## src/rtl/sig_chk_pkg.sv

```systemverilog
package sig_chk_pkg;
  localparam int unsigned SIG_W_DEF   = 16;
  localparam int unsigned LANES_DEF   = 4;
  localparam logic [15:0] SEED_DEF    = 16'h0002;
  localparam logic [15:0] FB_MASK_DEF = 16'h002D;
endpackage

```

## src/rtl/sig_chk_step.sv

```systemverilog
module sig_chk_step #(
  parameter int unsigned SIG_W   = 16,
  parameter int unsigned LANES   = 4,
  parameter logic [SIG_W-1:0] FB_MASK = 16'h002D
) (
  input  logic [SIG_W-1:0] sig_i,
  input  logic [LANES-1:0] lane_i,
  output logic [SIG_W-1:0] nxt_o
);
  localparam int unsigned STRIDE = SIG_W / LANES;

  logic [SIG_W-1:0] inject;
  logic [SIG_W-1:0] shifted;
  logic [SIG_W-1:0] feedback;

  for (genvar i = 0; i < SIG_W; i++) begin : g_inj
    if ((i % STRIDE) == 0) begin : g_tap
      assign inject[i] = lane_i[i / STRIDE];
    end else begin : g_none
      assign inject[i] = 1'b0;
    end
  end

  assign shifted  = {sig_i[SIG_W-2:0], 1'b0};
  assign feedback = sig_i[SIG_W-1] ? FB_MASK : '0;
  assign nxt_o    = shifted ^ feedback ^ inject;
endmodule

```

## src/rtl/sig_chk_core.sv

```systemverilog
module sig_chk_core #(
  parameter int unsigned SIG_W = 16,
  parameter logic [SIG_W-1:0] SEED = 16'h0002
) (
  input  logic             clk,
  input  logic             rst,
  input  logic             sync_i,
  input  logic [SIG_W-1:0] nxt_i,
  output logic [SIG_W-1:0] sig_o
);
  always_ff @(posedge clk) begin
    if (rst || sync_i) sig_o <= SEED;
    else               sig_o <= nxt_i;
  end

  a_r3_reseed: assert property (@(posedge clk) disable iff (rst)
    sync_i |=> sig_o == SEED);
endmodule

```

## src/rtl/sig_chk_capture.sv

```systemverilog
module sig_chk_capture #(
  parameter int unsigned SIG_W = 16
) (
  input  logic             clk,
  input  logic             rst,
  input  logic             sync_i,
  input  logic [SIG_W-1:0] sig_i,
  output logic [SIG_W-1:0] result_o,
  output logic             vld_o
);
  always_ff @(posedge clk) begin
    if (rst) begin
      result_o <= '0;
      vld_o    <= 1'b0;
    end else begin
      vld_o <= sync_i;
      if (sync_i) result_o <= sig_i;
    end
  end

  a_r4_capture: assert property (@(posedge clk) disable iff (rst)
    sync_i |=> result_o == $past(sig_i));
  a_r5_vld_set: assert property (@(posedge clk) disable iff (rst)
    sync_i |=> vld_o);
  a_r5_vld_clr: assert property (@(posedge clk) disable iff (rst)
    !sync_i |=> !vld_o);
  a_r6_hold: assert property (@(posedge clk) disable iff (rst)
    !sync_i |=> $stable(result_o));
endmodule

```

## src/rtl/sig_chk_top.sv

```systemverilog
module sig_chk_top
  import sig_chk_pkg::*;
#(
  parameter int unsigned SIG_W   = SIG_W_DEF,
  parameter int unsigned LANES   = LANES_DEF,
  parameter logic [SIG_W-1:0] SEED    = SEED_DEF,
  parameter logic [SIG_W-1:0] FB_MASK = FB_MASK_DEF
) (
  input  logic             clk,
  input  logic             rst,
  input  logic             sync_i,
  input  logic [LANES-1:0] data_i,
  output logic [SIG_W-1:0] result_o,
  output logic             result_vld_o
);
  logic [SIG_W-1:0] sig;
  logic [SIG_W-1:0] sig_nxt;

  sig_chk_step #(.SIG_W(SIG_W), .LANES(LANES), .FB_MASK(FB_MASK)) u_step (
    .sig_i (sig),
    .lane_i(data_i),
    .nxt_o (sig_nxt)
  );

  sig_chk_core #(.SIG_W(SIG_W), .SEED(SEED)) u_core (
    .clk   (clk),
    .rst   (rst),
    .sync_i(sync_i),
    .nxt_i (sig_nxt),
    .sig_o (sig)
  );

  sig_chk_capture #(.SIG_W(SIG_W)) u_cap (
    .clk     (clk),
    .rst     (rst),
    .sync_i  (sync_i),
    .sig_i   (sig),
    .result_o(result_o),
    .vld_o   (result_vld_o)
  );

  a_r1_plain_shift: assert property (@(posedge clk) disable iff (rst)
    (!sync_i && data_i == '0 && !sig[SIG_W-1])
      |=> sig == {$past(sig[SIG_W-2:0]), 1'b0});
  a_r2_lane_a: assert property (@(posedge clk) disable iff (rst)
    (!sync_i && data_i == LANES'(1) && !sig[SIG_W-1])
      |=> (sig[0] && sig[SIG_W-1:1] == $past(sig[SIG_W-2:0])));
endmodule

```

## config.mk

```make
export PLATFORM = sky130hd
export DESIGN_NAME = sig_chk_top
export DESIGN_NICKNAME = d
export VERILOG_FILES = /design/src/rtl/sig_chk_pkg.sv /design/src/rtl/sig_chk_step.sv /design/src/rtl/sig_chk_core.sv /design/src/rtl/sig_chk_capture.sv /design/src/rtl/sig_chk_top.sv
export SDC_FILE = /design/constraint.sdc
export NUM_CORES = 1
export LEC_CHECK = 0
export BUFFER_PORTS_ARGS = -buffer_cell sky130_fd_sc_hd__buf_2
export CAP_MARGIN = 0
export CORE_AREA = 2 2 59 61
export DETAILED_ROUTE_END_ITERATION = 6
export DIE_AREA = 0 0 61 63
export GPL_TIMING_DRIVEN = 0
export PLACE_DENSITY = 0.67
export SETUP_SLACK_MARGIN = 0.05
export SYNTH_ARGS = -nofsm -noshare
export SYNTH_HDL_FRONTEND = slang
export SYNTH_SLANG_ARGS = --single-unit
```

## constraint.sdc

```tcl
create_clock -name clk -period 1.2 [get_ports clk]
set_input_delay 0 -clock clk [delete_from_list [all_inputs] [get_ports clk]]
set_output_delay 0 -clock clk [all_outputs]
set_load 0.02 [all_outputs]
```

== Word level (Yosys, flattened, before mapping) ==
Index checks and enable logic that the tools add are counted.

* Multiplexer cells: 1
* Bitwise logic cells: 2
* Reduce and logical (&&, ||, !) cells: 1

{| class="wikitable"
|+ Operator list
! kind !! count
|-
| $xor A16 B13 Y16 || 1
|-
| $xor A16 B16 Y16 || 1
|-
| $mux W6 || 1
|-
| $logic_or A1 B1 Y1 || 1
|}

* Flip-flop bits (word level): 33
* Output and inout bits: 17
* Logic and storage cells: 7

== Longest topological paths before layout ==
* Word-level depth: 3
* Depth in mapped cells: 4
* Mapped depth without buffers: 2

== Cells and area by module ==
From an unflattened synthesis, not the netlist that was laid out.

* Cell total of the unflattened synthesis: 104
* Area, all modules: 1,194.9 µm²

{| class="wikitable"
|+ Modules (own cells, without submodules)
! module !! instances !! cells each !! area each (µm²) !! seq. area each (µm²)
|-
| sig_chk_capture || 1 || 54 || 608.1 || 340.3
|-
| sig_chk_core || 1 || 34 || 457.9 || 320.3
|-
| sig_chk_step || 1 || 16 || 128.9 || 0.0
|}

== Worst setup path before layout ==
No wires, ideal clock.

* Path kind: reg-to-reg
* Start: register u_core.sig_o[0]
* End: register u_core.sig_o[1]
* Library setup time: 127 ps
* Arrival: 601 ps
* Required time: 1,073 ps
* Setup slack: 472 ps
* Stages on the path, launching flop included: 2
* Path buffers: 0
* Period minus slack after synthesis: 728 ps
* Cell sequence: dfxtp_1 or3_1

* Longest elaborated chain between the ends: 2

{| class="wikitable"
|+ RTL lines
! item !! line !! source
|-
| from (decl) || sig_chk_core.sv:9 || <nowiki>output logic [SIG_W-1:0] sig_o</nowiki>
|-
| from (signal assigned) || sig_chk_core.sv:13 || <nowiki>else sig_o <= nxt_i;</nowiki>
|-
| $xor A16 B16 Y16 || sig_chk_step.sv:26 || <nowiki>assign nxt_o = shifted ^ feedback ^ inject;</nowiki>
|-
| $xor A16 B13 Y16 || sig_chk_step.sv:26 ||
|}

Every way passes these cells.
A chain may end at the register's enable or synchronous reset.

== Worst setup path in the final report ==
* Start: register u_cap.result_o[15]
* End: output result_o[15]

{| class="wikitable"
|+ RTL lines
! item !! line !! source
|-
| from (decl) || sig_chk_capture.sv:8 || <nowiki>output logic [SIG_W-1:0] result_o,</nowiki>
|-
| from (signal assigned) || sig_chk_capture.sv:17 || <nowiki>if (sync_i) result_o <= sig_i;</nowiki>
|-
| to (decl) || sig_chk_top.sv:13 || <nowiki>output logic [SIG_W-1:0] result_o,</nowiki>
|}

No word-level cell between the ends.

==> reports/summary.md <==
* **status** finished clean
* **cell with the largest stage delay on the worst path** dfxtp_1
* **flop-to-flop setup slack** 0.40 ns
* **core area** 0.00323 sq mm
* **met2 Use GR** 0.164
* **IR Drop Worst-Case VDD** 0.000467 V
* **Total Negative Setup Slacks** 0 ns
* **WS Path Type** reg -> out
* **routed via count** 708
* **worst flop-to-flop path startpoint** u_core.sig_o[15]
* **average cell area after synthesis** 11.3 sq um
* **global-route layer with the greatest usage** met2
* **Synth area leader** dfxtp_1
* **Post-DRT Antenna Nets** 0
* **Post-DP Area** 0.00127 sq mm
* **Critical Path Sink Type** output pin
* **CP delay by family, top** flip-flops
* **top-area cell type share of the netlist area** 0.604
* **standard-cell rows** 21
* **Post-Synthesis Cells** 97
* **depth of the most critical reg-to-reg path** 3
* **number of antenna violations at the first check in global routing** 0
* **Max-Cap Viols** 0
* **count of port buffers added during placement** 23
* **worst hold margin** 0.0633 ns
* **Arr. time, crit path** 0.85 ns
* **final setup violating endpoints** 0
* **Inserted Clock Buffers** 5
* **number of storage elements in the synthesis netlist** 33
* **# clock sinks** 33
* **worst hold path type** in -> reg
* **Yosys cell types** 13
* **endpoint of the lowest-slack register-to-register path** u_core.sig_o[3]
* **data required time at the worst endpoint** 1.20 ns
* **M3 GR Usage** 0.0538
* **Largest stage delay, worst path** 0.35 ns
* **worst hold endpoint** u_cap.result_o[15]
* **maximum fanout count along the critical path** 2
* **number of gates resized after cts** 0
* **total global routing track utilization** 0.113
* **effective utilization at floorplan** 0.338
* **antenna cells** 0
* **final routed wire length divided by cell count** 10.6 microns
* **CP startpoint kind** flip-flop
* **number of nets in the synthesized netlist** 104
* **Routed Wire Length** 1890 microns
* **final HPWL from detailed placement** 1310 microns
* **post-synthesis instance area** 0.00109 sq mm
* **final standard cell utilization of the core** 0.420
* **Via density** 3.98
* **setup repair after global routing missed its margin** false
* **H-tree depth reported by CTS** 2
* **number of stages on the worst hold path** 3
* **Power Density** 1350 mW/mm^2
* **vias in the first global route** 688
* **leakage power** 0.633 nW
* **I/O pin cnt** 24
* **tightest slew margin relative to the limit** 0.764
* **clock root buffer master** clkbuf_4
* **pin count of the biggest net entering global routing** 11
* **most common library cell in the layout ignoring fill and taps** dfxtp_1
* **clock tree from TritonCTS** done
* **CTS Buffer Depth** 2
* **Max Transition Viols Final** 0
* **DR pass1 iterations** 4
* **hold wc startpoint** rst
* **highest attainable clock frequency** 1170 MHz
* **highest-count cells in the layout ignoring fill and taps** 33 x dfxtp_1, 26 x buf_2, 23 x nor2_1, 16 x mux2i_1, 8 x and2_1
* **post-synthesis sequential area ratio** 0.604
* **global-route wire length before repair** 3020 microns
* **leading cell types by total area after synthesis** dfxtp_1 60%, mux2i_1 15%, nor2_1 7.9%, xnor2_1 5.6%, and2_1 4.6%
* **Chip Width** 61 microns
* **number of remaining DRC errors** 0
* **Die ar.** 0.00384 sq mm
* **finished layout cell area** 0.00136 sq mm
* **post-route clock period utilization** 0.711
* **RD Place Congestion** 0.682
* **clock edge transition at the registers on the reported setup and hold paths** 0.10 ns
* **number of hold-slack violations in the final timing report** 0
* **number of nets in the layout** 138
* **count of buffering cells on the critical path with inverters included** 1
* **share of layout cells above drive strength 1** 0.273
* **Worst Skew** 0.0104 ns
* **number of DRC violations after detailed-routing iteration 0** 15
* **worst-skew pair later-pin latency** 0.33 ns
* **Die Ht** 63 microns
* **ordered list of cells on the worst path** buf_2
* **synthesis-to-layout area growth** 24.1%
* **remaining global-route overflow** 0
* **Worst Max-Slew Pin Slew** 0.354 ns
* **clock period minus worst slack** 0.853 ns
* **GR met1 Demand/Resource** 0.126
* **number of warnings reported in the yosys synthesis log** 0
## cell usage after synthesis
cell / n
xnor2_1: 7
clkbuf_1: 1
buf_2: 3
mux2i_1: 16
and2_1: 8
nor2b_1: 1
dfxtp_1: 33
nor2_1: 23
or2_1: 1
buf_12: 1
or3_1: 1
nor2_2: 1
buf_6: 1
## metal layers
metal	part of all wire	up-vias	routed length, microns
met5	0	-	0
met4	0.032	0	61
met3	0.058	6	109
met2	0.45	18	856
met1	0.46	312	866
li1	-	372	-
## what timing repair did
action                                 4_1_cts  5_1_grt
hold buffers                                 4        0
buffers inserted                             0        0
endpoints found under the hold margin        4        0
## sequential cells by signal, indices dropped and copies added (netlist names)
name,count
u_core.sig_o,16
u_cap.vld_o,1
u_cap.result_o,16
## report_power, final
group	total, mW	switching, mW	internal, mW	leakage [nW]
Clock	0.568	0.346	0.223	0.0320
Sequential	1.13	0.0118	1.12	0.268
Combinational	0.134	0.0688	0.0656	0.333
Total	1.83	0.426	1.41	0.633
## stage by stage
stage	std cells	setup slack [ns]	power (mW)
final	178	0.347	1.83
after global routing	178	0.287	1.93
after CTS	178	0.320	1.87
after detailed placement	166	0.397	1.28
after global placement	166	0.413	1.28
after floorplan	97	0.472	1.24
## worst max path at each step
stage | slack [ns] | startpoint | cells after the start | to
2_1_floorplan | 0.47 | u_core.sig_o[0] | 1 | u_core.sig_o[1]
3_3_place_gp | 0.41 | u_core.sig_o[15] | 3 | u_core.sig_o[3]
3_5_place_dp | 0.40 | sync_i | 5 | u_cap.result_o[4]
4_1_cts | 0.32 | u_cap.result_o[15] | 1 | result_o[15]
5_1_grt | 0.29 | u_cap.result_o[15] | 1 | result_o[15]
6_report | 0.35 | u_cap.result_o[15] | 1 | result_o[15]
## cell families (layout without fill, tap and decap cells)
kind of cell  after synthesis  in the layout  share of synthesized area
xor+xnor                    7              7                     0.0561
buf+inv                     6             41                     0.0458
flops                      33             33                      0.604
mux                        16             16                      0.146
simple gates               35             35                      0.148
## cell type report
class                   count  area [sq um]
flip-flops and latches     33           661
multi-input cells          58           383
plain buffers               6          50.0
clock inverters             2          10.0
fillers                   318          1870
repair buffers             27           155
well taps                  46          57.6
clock buffers               6          41.3
Note: power is estimated with default switching activity, not from simulation.
